$ cat src/rtl/hdx_seq_pkg.sv
package hdx_seq_pkg;

  // Sequencer states; selects and power are decoded from these.
  typedef enum logic [3:0] {
    ST_OFF,        // reset: power off, both selects released
    ST_POWER,      // power on, both selects still released
    ST_UNTUNED,    // receive selected, no valid channel yet (or last lock failed)
    ST_LOAD_GO,    // start pulse to the synthesizer loader
    ST_LOAD_WAIT,  // waiting for loader done
    ST_SETTLE,     // post-load settling wait, lock judged at its end
    ST_RX_READY,   // receive settled
    ST_BRK_TX,     // both released on the way to transmit
    ST_TX_SETTLE,  // transmit selected, turnaround wait
    ST_TX_READY,   // transmit settled
    ST_BRK_RX,     // both released on the way to receive
    ST_RX_SETTLE   // receive selected, turnaround wait
  } seq_state_e;

  function automatic logic state_rx_on(seq_state_e s);
    return (s == ST_UNTUNED) || (s == ST_LOAD_GO) || (s == ST_LOAD_WAIT) ||
           (s == ST_SETTLE)  || (s == ST_RX_READY) || (s == ST_RX_SETTLE);
  endfunction

  function automatic logic state_tx_on(seq_state_e s);
    return (s == ST_TX_SETTLE) || (s == ST_TX_READY);
  endfunction

endpackage

$ cat src/rtl/hdx_wait_timer.sv
// Down-counter for settling waits: a wait loaded with V-1 lasts V cycles.
module hdx_wait_timer #(
  parameter int W = 8
) (
  input  logic         clk,
  input  logic         rst_n,
  input  logic         load,
  input  logic [W-1:0] load_val,
  output logic         expired
);

  logic [W-1:0] cnt_q;
  logic [W-1:0] cnt_d;
  logic         cnt_en;

  always_comb begin
    cnt_en = load || (cnt_q != '0);
    cnt_d  = load ? load_val : (cnt_q - 1'b1);
  end

  always_ff @(posedge clk or negedge rst_n) begin
    if (!rst_n)      cnt_q <= '0;
    else if (cnt_en) cnt_q <= cnt_d;
  end

  assign expired = (cnt_q == '0);

endmodule

$ cat src/rtl/hdx_lock_filter.sv
// Two-flop synchronizer plus a stability counter for the raw lock level.
module hdx_lock_filter #(
  parameter int STABLE = 16
) (
  input  logic clk,
  input  logic rst_n,
  input  logic lock_raw,
  output logic locked
);

  localparam int CW = $clog2(STABLE + 1);
  localparam logic [CW-1:0] CNT_TOP = CW'(STABLE);

  logic          sync1_q, sync2_q;
  logic [CW-1:0] run_q;
  logic [CW-1:0] run_d;
  logic          run_en;

  always_ff @(posedge clk or negedge rst_n) begin
    if (!rst_n) begin
      sync1_q <= 1'b0;
      sync2_q <= 1'b0;
    end else begin
      sync1_q <= lock_raw;
      sync2_q <= sync1_q;
    end
  end

  always_comb begin
    run_en = !sync2_q || (run_q != CNT_TOP);
    run_d  = sync2_q ? (run_q + 1'b1) : '0;
  end

  always_ff @(posedge clk or negedge rst_n) begin
    if (!rst_n)      run_q <= '0;
    else if (run_en) run_q <= run_d;
  end

  assign locked = (run_q == CNT_TOP);

endmodule

$ cat src/rtl/hdx_air_guard.sv
// Airtime limit: counts continuous transmit on limited channels, cuts it,
// then holds a pause interval during which transmit may not restart.
module hdx_air_guard #(
  parameter longint unsigned LIMIT_CYC = 1000,
  parameter longint unsigned PAUSE_CYC = 100
) (
  input  logic clk,
  input  logic rst_n,
  input  logic tx_on,
  input  logic limited,
  output logic cut,
  output logic pause
);

  localparam int AW = $clog2(LIMIT_CYC + 1);
  localparam int PW = $clog2(PAUSE_CYC + 1);
  localparam logic [AW-1:0] AIR_LAST  = AW'(LIMIT_CYC - 1);
  localparam logic [PW-1:0] PAUSE_TOP = PW'(PAUSE_CYC);

  logic [AW-1:0] air_q, air_d;
  logic          air_en;
  logic [PW-1:0] pau_q, pau_d;
  logic          pau_en;

  assign cut   = tx_on && limited && (air_q == AIR_LAST);
  assign pause = (pau_q != '0);

  always_comb begin
    air_en = 1'b1;
    if (!tx_on || !limited) air_d = '0;
    else if (cut)           begin air_d = air_q; air_en = 1'b0; end
    else                    air_d = air_q + 1'b1;
  end

  always_comb begin
    pau_en = cut || pause;
    pau_d  = cut ? PAUSE_TOP : (pau_q - 1'b1);
  end

  always_ff @(posedge clk or negedge rst_n) begin
    if (!rst_n) begin
      air_q <= '0;
      pau_q <= '0;
    end else begin
      if (air_en) air_q <= air_d;
      if (pau_en) pau_q <= pau_d;
    end
  end

endmodule

$ cat src/rtl/hdx_radio_seq.sv
module hdx_radio_seq
  import hdx_seq_pkg::*;
#(
  parameter int CLK_KHZ     = 50000,
  parameter int FIRST_MS    = 40,
  parameter int RELOAD_MS   = 20,
  parameter int TURN_MS     = 5,
  parameter int TX_LIMIT_MS = 40000,
  parameter int TX_PAUSE_MS = 2000,
  parameter int LOCK_STABLE = 16
) (
  input  logic clk,
  input  logic rst_n,
  input  logic req_chan,
  input  logic req_tx,
  input  logic req_rx,
  input  logic limited_chan,
  input  logic load_done,
  input  logic lock_det,
  output logic load_start,
  output logic pwr_en,
  output logic tx_sel_n,
  output logic rx_sel_n,
  output logic ready,
  output logic lock_err
);

  localparam longint unsigned FIRST_CYC    = 64'(CLK_KHZ) * 64'(FIRST_MS);
  localparam longint unsigned RELOAD_CYC   = 64'(CLK_KHZ) * 64'(RELOAD_MS);
  localparam longint unsigned TURN_CYC     = 64'(CLK_KHZ) * 64'(TURN_MS);
  localparam longint unsigned TX_LIMIT_CYC = 64'(CLK_KHZ) * 64'(TX_LIMIT_MS);
  localparam longint unsigned TX_PAUSE_CYC = 64'(CLK_KHZ) * 64'(TX_PAUSE_MS);
  localparam longint unsigned WAIT_MAX_A   = (FIRST_CYC > RELOAD_CYC) ? FIRST_CYC : RELOAD_CYC;
  localparam longint unsigned WAIT_MAX     = (WAIT_MAX_A > TURN_CYC) ? WAIT_MAX_A : TURN_CYC;
  localparam int              TW           = $clog2(WAIT_MAX + 1);
  localparam logic [TW-1:0]   FIRST_VAL    = TW'(FIRST_CYC - 1);
  localparam logic [TW-1:0]   RELOAD_VAL   = TW'(RELOAD_CYC - 1);
  localparam logic [TW-1:0]   TURN_VAL     = TW'(TURN_CYC - 1);

  // Reset: asserted asynchronously, released on the clock.
  logic [1:0] rsync_q;
  logic       rst_int_n;

  always_ff @(posedge clk or negedge rst_n) begin
    if (!rst_n) rsync_q <= 2'b00;
    else        rsync_q <= {rsync_q[0], 1'b1};
  end
  assign rst_int_n = rsync_q[1];

  seq_state_e    st_q, st_d;
  logic          loaded_q, loaded_set;
  logic          pend_q, pend_set, pend_clr;
  logic          err_q, err_set, err_clr;
  logic          tmr_load, tmr_exp;
  logic [TW-1:0] tmr_val;
  logic          locked, air_cut, air_pause;

  hdx_wait_timer #(.W(TW)) u_timer (
    .clk      (clk),
    .rst_n    (rst_int_n),
    .load     (tmr_load),
    .load_val (tmr_val),
    .expired  (tmr_exp)
  );

  hdx_lock_filter #(.STABLE(LOCK_STABLE)) u_lock (
    .clk      (clk),
    .rst_n    (rst_int_n),
    .lock_raw (lock_det),
    .locked   (locked)
  );

  hdx_air_guard #(.LIMIT_CYC(TX_LIMIT_CYC), .PAUSE_CYC(TX_PAUSE_CYC)) u_air (
    .clk     (clk),
    .rst_n   (rst_int_n),
    .tx_on   (state_tx_on(st_q)),
    .limited (limited_chan),
    .cut     (air_cut),
    .pause   (air_pause)
  );

  // Next-state logic.
  always_comb begin
    st_d       = st_q;
    tmr_load   = 1'b0;
    tmr_val    = TURN_VAL;
    loaded_set = 1'b0;
    pend_set   = 1'b0;
    pend_clr   = 1'b0;
    err_set    = 1'b0;
    err_clr    = 1'b0;
    unique case (st_q)
      ST_OFF:   st_d = ST_POWER;
      ST_POWER: st_d = ST_UNTUNED;
      ST_UNTUNED: begin
        // only a channel load leaves this state
        if (req_chan) st_d = ST_LOAD_GO;
      end
      ST_LOAD_GO: begin
        pend_clr = 1'b1;
        err_clr  = 1'b1;
        st_d     = ST_LOAD_WAIT;
      end
      ST_LOAD_WAIT: begin
        if (load_done) begin
          st_d       = ST_SETTLE;
          tmr_load   = 1'b1;
          // history-dependent settle length
          tmr_val    = loaded_q ? RELOAD_VAL : FIRST_VAL;
          loaded_set = 1'b1;
        end
      end
      ST_SETTLE: begin
        if (tmr_exp) begin
          if (locked) st_d = ST_RX_READY;
          else begin
            st_d    = ST_UNTUNED;
            err_set = 1'b1;
          end
        end
      end
      ST_RX_READY: begin
        if (req_chan)                 st_d = ST_LOAD_GO;
        else if (req_tx && !air_pause) st_d = ST_BRK_TX;
      end
      ST_BRK_TX: begin
        st_d     = ST_TX_SETTLE;
        tmr_load = 1'b1;
      end
      ST_TX_SETTLE: begin
        if (air_cut)      st_d = ST_BRK_RX;
        else if (tmr_exp) st_d = ST_TX_READY;
      end
      ST_TX_READY: begin
        // retune request while transmitting goes back to receive first
        if (req_chan) pend_set = 1'b1;
        if (air_cut || req_chan || req_rx) st_d = ST_BRK_RX;
      end
      ST_BRK_RX: begin
        st_d     = ST_RX_SETTLE;
        tmr_load = 1'b1;
      end
      ST_RX_SETTLE: begin
        if (tmr_exp) st_d = pend_q ? ST_LOAD_GO : ST_RX_READY;
      end
      default: st_d = ST_OFF;
    endcase
  end

  // State and flag registers.
  always_ff @(posedge clk or negedge rst_int_n) begin
    if (!rst_int_n) begin
      st_q     <= ST_OFF;
      loaded_q <= 1'b0;
      pend_q   <= 1'b0;
      err_q    <= 1'b0;
    end else begin
      st_q <= st_d;
      if (loaded_set)              loaded_q <= 1'b1;
      if (pend_set || pend_clr)    pend_q   <= pend_set;
      if (err_set || err_clr)      err_q    <= err_set;
    end
  end

  // Output decode from the registered state.
  always_comb begin
    pwr_en     = (st_q != ST_OFF);
    rx_sel_n   = !state_rx_on(st_q);
    tx_sel_n   = !state_tx_on(st_q);
    ready      = (st_q == ST_RX_READY) || (st_q == ST_TX_READY);
    load_start = (st_q == ST_LOAD_GO);
    lock_err   = err_q;
  end

endmodule

$ cat config.mk
export PLATFORM = sky130hd
export DESIGN_NAME = hdx_radio_seq
export DESIGN_NICKNAME = d
export VERILOG_FILES = /design/src/rtl/hdx_seq_pkg.sv /design/src/rtl/hdx_wait_timer.sv /design/src/rtl/hdx_lock_filter.sv /design/src/rtl/hdx_air_guard.sv /design/src/rtl/hdx_radio_seq.sv
export SDC_FILE = /design/constraint.sdc
export NUM_CORES = 1
export LEC_CHECK = 0
export BUFFER_PORTS_ARGS = -buffer_cell sky130_fd_sc_hd__clkbuf_2
export CAP_MARGIN = 20
export CORE_ASPECT_RATIO = 0.8
export CORE_MARGIN = 1.5
export CORE_UTILIZATION = 35
export CTS_BUF_LIST = sky130_fd_sc_hd__clkbuf_4 sky130_fd_sc_hd__clkbuf_8 sky130_fd_sc_hd__clkbuf_16
export CTS_CLUSTER_SIZE = 24
export DETAILED_ROUTE_END_ITERATION = 10
export GPL_ROUTABILITY_DRIVEN = 0
export PLACE_DENSITY = 0.63
export SLEW_MARGIN = 20
export SYNTH_ARGS = -nofsm -noshare
export SYNTH_HDL_FRONTEND = slang
export SYNTH_SLANG_ARGS = --single-unit
$ cat constraint.sdc
create_clock -name clk -period 2.86 [get_ports clk]
set_clock_uncertainty 0.15 [all_clocks]
set_input_delay 0.572 -clock clk [delete_from_list [all_inputs] [get_ports clk]]
set_output_delay 0.572 -clock clk [all_outputs]
set_load 0.005 [all_outputs]
---- Yosys cells after proc, flatten, opt, wreduce, memory -nomap -nowiden ----
Index checks and enable logic that the tools add are counted.
storage, ports and cells
  bits in registers ....................... 95
  logic and storage cells ................. 99
  output and inout port bits .............. 6
  input bits .............................. 8
cells by class
  muxes and demuxes ....................... 31
  reductions and logical operators ........ 31
  equal/unequal tests ..................... 22
  add/sub/neg operators ................... 4
operator list
  kind                                                                  number
  21-bit 2-to-1 mux                                                     4
  31-bit 2-to-1 mux                                                     2
  4-bit case mux with 12 select lines                                   1
  4-bit 2-to-1 mux                                                      9
  31-bit by 1-bit adder with 31-bit output, second input constant       1
  31-bit == test, second input constant                                 1
  27-bit 2-to-1 mux                                                     1
  27-bit nonzero test                                                   1
  27-bit by 1-bit subtractor with 27-bit output, second input constant  1
  21-bit logical NOT                                                    1
  21-bit nonzero test                                                   1
  21-bit by 1-bit subtractor with 21-bit output, second input constant  1
  4-bit by 3-bit == test with 1-bit output, second input constant       4
  4-bit == test, second input constant                                  4
  1-bit logical OR                                                      15
  1-bit 2-to-1 mux                                                      10
  4-bit by 2-bit == test with 1-bit output, second input constant       2
  2-bit inequality test, second input constant                          4
  7-bit AND reduction                                                   1
  3-bit 2-to-1 mux                                                      2
  3-bit inequality test, second input constant                          2
  5-bit by 1-bit adder with 5-bit output, second input constant         1
  5-bit == test, second input constant                                  1
  1-bit logical NOT                                                     5
  10 further kinds                                                      13

---- Logic depth before layout (Yosys ltp) ----
Gate-level depths: netlist (run 1).
  depth after elaboration ................. 8
  gate-level depth with buffers ........... 9

---- Cells and area by module ----
A second synthesis (run 1) with hierarchy kept.
second synthesis, totals
  cells, all modules ...................... 563
  area, all modules ....................... 5427.7 um^2
by module, submodules not included
  module           instances  cells an instance  area each (um^2)
  hdx_air_guard    1          325                3158.0
  hdx_wait_timer   1          124                1257.5
  hdx_radio_seq    1          85                 683.2
  hdx_lock_filter  1          29                 329.1

---- Worst setup path after synthesis (run 1) ----
OpenSTA, ideal clock, no wires.
  path kind ............................... register to register
  start point ............................. register u_air.air_q[0]
  end point ............................... register st_q[0]
  cell stages (with the launch flop) ...... 8
  setup time .............................. 0.128 ns
  arrival time ............................ 2.248 ns
  slack ................................... 0.334 ns
  cell sequence ........................... dfrtp_1 -> ha_1 -> nand2_1 -> or4_4 -> nor4_4 -> o21ai_1 -> a211o_1 -> mux2_1
on the way
  longest elaborated chain between the ends .. 6
  elaborated cells between the ends (all ways) .. 9
  classes of those cells .................. 3 x eq/ne; 2 x mux; 4 x reduce/logical
ends and longest elaborated chain
  what                                                               line                  source
  from (decl)                                                        hdx_air_guard.sv:20   logic [AW-1:0] air_q, air_d;
  from (signal assigned)                                             hdx_air_guard.sv:45   if (air_en) air_q <= air_d;
  31-bit == test (*)                                                 hdx_air_guard.sv:25   assign cut = tx_on && limited && (air_q == AIR_LAST);
  1-bit logical AND (*)                                              hdx_air_guard.sv:25
  1-bit logical OR (2 in a row)                                      hdx_radio_seq.sv:137  if (air_cut || req_chan || req_rx) st_d = ST_BRK_RX;
  2-bit by 1-bit inequality test with 1-bit output (no source line)  -
  7-bit AND reduction (no source line)                               -
  to (signal assigned)                                               hdx_radio_seq.sv:158  st_q <= st_d;
  to (decl)                                                          hdx_radio_seq.sv:50   seq_state_e st_q, st_d;
Mark *: on every way between the ends. The rest lies on a longest branch, timed or not.
A chain may end at the register's enable or synchronous reset.

---- Worst setup path in the final report (run 1) ----
  start point ............................. register u_air.air_q[0]
  end point ............................... register st_q[2]
Same word-level chain as after synthesis.

==> flow_summary.toml, run 1 <==
[synth]
synth_nets = 554
synth-main-ff-cell = "dfrtp_1"
async_reset_ff_share_pct = 100.0
syn_area_mm2 = 0.005017
yosys-top-cells-count = "dfrtp_1 (95), nor2_1 (64), nand2_1 (54)"
synth_most_common_cell = "dfrtp_1"
yosysTopAreaCell = "dfrtp_1"
synth-seq-cells = 95
syn_inst = 539
yosysUniqueCellTypes = 52
synth_warnings = 0
synth_top_area_share_pct = 47.38
synthTopCellsByArea = "dfrtp_1 (47%), xor2_1 (5.8%), xnor2_1 (5.4%), nor2_1 (4.8%), nand2_1 (4.0%)"
synth_edf_count = 0
avgSynthCellArea_um2 = 9.309
ys_seq_area_share_pct = 47.38

[cells_and_area]
fin_cells = 747
antenna_cells = 0
final_util_pct = 41.22
fillers = 1345
regArea_mm2 = 0.002381
area_growth_pct = 13.27
multi_input_comb_area_mm2 = 0.002527
fin_nets = 577
drive_above_1_share_pct = 9.524

[timing]
tightest_slew_ns = 0.5380
rsz0062_at_grt = "no"
finalSetupViolCount = 0
slew_violations = 0
max_slew_margin_pct = 63.80
min_period_over_period_pct = 91.36
fin_crit_ns = 2.613
hold_ws_ns = 0.1242
fmax_mhz = 382.7
setup_tns_ns = 0
hold_viol_final = 0

[clock_tree]
postCtsSetupBuffers = 0
clk_path_buf_depth = 2
clk_pin_slew_ns = 0.07
clk_latency_ns = 0.35
clockRootBuffer = "clkbuf_16"
cts_buffers = 9
cts_tree = "built"
cts_resized = 0
cts-htree-levels = 3
cts_sinks = 95

[setup_path]
start_kind = "flip-flop"
cpPeakStageDelay_ns = 0.53
rr_startpoint = "u_air.air_q[0]$_DFFE_PN0P_"
rrSetupSlack_ns = 0.25
crit_slowest_cell = "or4_4"
r2r-end = "st_q[2]$_DFFE_PN0P_"
crit_fanout = 4
r2r_cells = 7
crit_required_ns = 2.94
crit_chain = "ha_1, nand2_1, or4_4, nor4_4, o21ai_1, a211o_1, mux2_1"
crit_path_end_kind = "flip-flop"
path_class = "flip-flop to flip-flop"
critical_path_arrival_ns = 2.69

[global_routing]
track_usage_pct = 15.34
overflow = 0
grt_pass1_vias = 3912
grt_pass1_wl_mm = 18.36
grt_max_degree = 64
antenna_found_initial = 0

[die]
row_count = 38
die_w_um = 136.9
start_util_pct = 36.39
die_height_um = 110.1
coreArea_mm2 = 0.01379
dieArea_mm2 = 0.01507
top_level_ports = 14

[flow_run]
maxCapViolCount = 0

[pwr]
max-vdd-ir-drop_uv = 323.4
power.leakage_nw = 2.177
finalPower_mw = 3.729
power_density_mw_per_mm2 = 656.2

[routing]
ant_nets = 0
drt_iter0_drc = 177
routed_wirelength_mm = 10.38
wl_per_cell_um = 13.90
vias = 3928
route.detailed.drc = 0
drtPass1Iterations = 5
viasPerCell = 5.258

[placement]
place_inst = 730
hpwl_mm = 7.201
io_buffers = 13

[outcome]
status = "finished, final reports clean"

[worst_hold_path]
hp-class = "flip-flop to asynchronous set/reset pin"
==> repair_timing <==
item	in CTS	in global routing
hold endpoints to repair	2	0
endpoints found under the setup margin	0	3
hold buffers	1	0
==> cell type report <==
cell class                 count  area share [%]
sequential                    95           41.90
inverter                      11          0.7266
timing repair buffer          30           3.655
multi-input combinational    415           44.47
tap                          180           3.963
clock buffer                  10           4.095
clock inverter                 6           1.189
==> registers in the layout (all words and copies together) (netlist names) <==
name and flops:
u_lock.run_q 5, pend_q 1, lock_err 1, u_lock.sync1_q 1, loaded_q 1, u_air.air_q 31
st_q 4, u_lock.sync2_q 1, u_timer.cnt_q 21, u_air.pau_q 27, rsync_q 2
==> through the flow <==
step           setup slack [ns]  instance area (um^2)
2_1_floorplan            0.3343                  5019
3_3_place_gp             0.2051                  5373
3_5_place_dp             0.1327                  5373
4_1_cts                  0.1083                  5683
5_1_grt                0.005724                  5683
6_report                 0.2472                  5683
==> worst max path at each step <==
stage                                           start             endpoint  slack (ns)  cells past startpoint
after floorplan            u_air.air_q[0]$_DFFE_PN0P_  st_q[0]$_DFFE_PN0P_        0.33                      7
after global placement     u_air.air_q[0]$_DFFE_PN0P_  st_q[0]$_DFFE_PN0P_        0.21                      7
after detailed placement   u_air.air_q[0]$_DFFE_PN0P_  st_q[1]$_DFFE_PN0P_        0.13                      7
after CTS                  u_air.air_q[0]$_DFFE_PN0P_  st_q[2]$_DFFE_PN0P_        0.11                      7
after global routing      u_air.pau_q[13]$_DFFE_PN0P_  st_q[2]$_DFFE_PN0P_       0.006                      6
final                      u_air.air_q[0]$_DFFE_PN0P_  st_q[2]$_DFFE_PN0P_        0.25                      7
==> cell usage in the layout (no fill, tap or decap), types with 13 or more instances in the layout <==
cell type,Yosys,final
a21oi_1,24,24
buf_4,0,15
clkbuf_2,0,13
dfrtp_1,95,94
nand2_1,54,54
nand3_1,18,18
nor2_1,64,64
nor3_1,23,23
nor4_1,14,14
o21ai_0,23,23
or3_1,19,19
xnor2_1,31,31
xor2_1,33,33
==> power breakdown <==
| part | switching (mW) | total [mW] | leakage (nW) | internal, mW |
|---|---|---|---|---|
| Clock | 0.529 | 1.22 | 0.143 | 0.693 |
| Sequential | 0.225 | 1.72 | 1.14 | 1.50 |
| Combinational | 0.432 | 0.784 | 0.896 | 0.352 |
| Total | 1.19 | 3.73 | 2.18 | 2.54 |
==> cells by family (layout without fill, tap and decap cells) <==
family	after synthesis	after routing	synth area share, %
AOI/OAI and AO/OA	76	76	8.828
xor gates and xnor gates	64	64	11.17
adders and majority gates	7	7	1.746
buffers and inverters	29	57	2.244
DFF	95	95	47.38
muxes	5	5	1.072
other	1	1	0.07474
and+or+nand+nor	262	262	27.48
==> critical path: cells and delay by family (launching register included) <==
| family | cells | cell delay [ns] |
|---|---|---|
| fa+ha+maj | 1 | 0.24 |
| simple gates | 3 | 0.88 |
| compound gates | 2 | 0.49 |
| flops | 1 | 0.42 |
| mux | 1 | 0.32 |
==> routing by layer <==
metal | GRT usage [%] | wire length [um] | up-vias | part of all wire (%)
li1 | - | - | 1949 | -
met4 | 5.263 | 131 | 0 | 1.3
met3 | 3.475 | 286 | 14 | 2.8
met2 | 23.80 | 4535 | 55 | 44
met5 | 0 | 0 | - | 0
met1 | 21.20 | 5428 | 1910 | 52
Note: power is estimated with default switching activity, not from simulation.
==> run 2, diff against run 1 <==
PLACE_DENSITY = default   (was 0.63)
PLACE_DENSITY_LB_ADDON = 0.3   (was default)
==> flow_summary.toml, run 2 (synthesized netlist as in run 1, its figures left out) <==
[die]
die_height_um = 110.1
start_util_pct = 36.39
die_w_um = 136.9
dieArea_mm2 = 0.01507
top_level_ports = 14
row_count = 38
coreArea_mm2 = 0.01379

[timing]
rsz0062_at_grt = "no"
max_slew_margin_pct = 58.96
hold_viol_final = 0
fmax_mhz = 363.4
min_period_over_period_pct = 96.22
finalSetupViolCount = 0
fin_crit_ns = 2.752
slew_violations = 0
setup_tns_ns = 0
tightest_slew_ns = 0.6156

[routing]
vias = 3932
route.detailed.drc = 0
routed_wirelength_mm = 10.53
met2_length_mm = 4.559
wl_met3_um = 432
topRoutingLayerUsed = "met4"
ant_nets = 0
drtPass1Iterations = 5
wl_met1_mm = 5.440
drt_iter0_drc = 208
wl_per_cell_um = 14.08
viasPerCell = 5.257

[placement]
hpwl_mm = 7.339
io_buffers = 13

[cells_and_area]
reg_top3 = "u_air.air_q: 31 flops, u_air.pau_q: 27 flops, u_timer.cnt_q: 21 flops"
final_common_cell = "dfrtp_1"
fillers = 1369
final_cell_mix = "dfrtp_1 (94), nor2_1 (64), nand2_1 (54)"
regMostFlops = "u_air.air_q"
area_growth_pct = 13.62
antenna_cells = 0
fin_nets = 578
drive_above_1_share_pct = 9.683
largest_reg_flops = 31

[clock_tree]
clk_path_buf_depth = 2
cts-htree-levels = 3
clockRootBuffer = "clkbuf_16"
cts_sinks = 95
cts_buffers = 9
cts_tree = "built"
clk_latency_ns = 0.35
cts_resized = 0
clk_pin_slew_ns = 0.07

[setup_path]
cpPeakStageDelay_ns = 0.57
r2r-end = "st_q[1]$_DFFE_PN0P_"
rrSetupSlack_ns = 0.11
crit_fanout = 3
crit_slowest_cell = "nor4_1"
rr_startpoint = "u_air.pau_q[13]$_DFFE_PN0P_"
path_class = "flip-flop to flip-flop"
critical_path_arrival_ns = 2.83
r2r_cells = 6
crit_required_ns = 2.93
crit_path_end_kind = "flip-flop"
crit_chain = "nor4_1, nand4_1, nor3_1, o31ai_1, a211o_1, mux2_1"
start_kind = "flip-flop"

[global_routing]
grt_pass1_wl_mm = 18.51
antenna_found_initial = 0
grt_max_degree = 49
grt_pass1_vias = 3821
overflow = 0
track_usage_pct = 15.55

[worst_hold_path]
hold_depth = 1
hp-class = "input pin to flip-flop"
hold_end = "u_lock.sync1_q$_DFF_PN0_"
min_from = "lock_det"

[flow_run]
maxCapViolCount = 0

[pwr]
power_density_mw_per_mm2 = 661.9
max-vdd-ir-drop_uv = 380.0
power.leakage_nw = 2.191
finalPower_mw = 3.773

[outcome]
status = "finished, final reports clean"
run 2: changes by cell type in the layout (fill, tap and decap cells not counted), sizes merged:
cell and delta:
buf +1, clkbuf +3, clkinvlp -1, inv -2
run 2: worst max-delay path by stage:
| stage | startpoint | endpoint |
|---|---|---|
| floorplan | u_air.air_q[0]$_DFFE_PN0P_ | st_q[0]$_DFFE_PN0P_ |
| global placement | u_air.air_q[0]$_DFFE_PN0P_ | st_q[0]$_DFFE_PN0P_ |
| detailed placement | u_air.air_q[0]$_DFFE_PN0P_ | st_q[1]$_DFFE_PN0P_ |
| CTS | u_air.air_q[0]$_DFFE_PN0P_ | st_q[1]$_DFFE_PN0P_ |
| global route | u_air.pau_q[13]$_DFFE_PN0P_ | st_q[1]$_DFFE_PN0P_ |
| finish | u_air.pau_q[13]$_DFFE_PN0P_ | st_q[1]$_DFFE_PN0P_ |
run 2: report_power, final:
| group | internal [mW] | leakage (nW) | switching, mW | total, mW |
|---|---|---|---|---|
| Combinational | 0.358 | 0.900 | 0.439 | 0.797 |
| Clock | 0.744 | 0.153 | 0.503 | 1.25 |
| Sequential | 1.50 | 1.14 | 0.230 | 1.73 |
| Total | 2.60 | 2.19 | 1.17 | 3.77 |
run 2: layout make-up:
cell class              count  area (um^2)  share of cell area (%)
flip-flops and latches     95         2381                   41.77
multi-input cells         415         2527                   44.34
inverters                  11        41.29                  0.7243
clock buffers              13        267.8                   4.697
repair buffers             31        215.2                   3.775
well taps                 180        225.2                   3.951
clock inverters             3        42.54                  0.7463
run 2: timing repair:
item,4_1_cts,5_1_grt
hold endpoints to repair,2,0
hold buffers,1,0
setup endpoints to repair,0,3
buffers inserted,0,0
run 2: per-layer routing:
layer	GRT usage, %	vias up
li1	-	1941
met1	21.86	1902
met2	24.05	78
met3	3.932	11
met4	3.910	0
met5	0	-
run 2: stage by stage:
stage	hold slack (ns)	cell area [um^2]	instances	utilization, %	worst slack [ns]
global route	0.1625	5700	748	41.34	0.02915
detailed placement	0.1894	5380	731	39.02	0.1616
finish	0.1764	5700	748	41.34	0.1080
floorplan	0.1264	5019	539	-	0.3343
CTS	0.1661	5700	748	41.34	0.1213
global placement	0.1874	5380	731	39.02	0.2146
run 2: critical path, delay by kind of cell, from the launching register on:
kind            cells  cell delay [ns]
simple gates        3             1.27
compound gates      2             0.49
mux                 1             0.32
flops               1             0.40
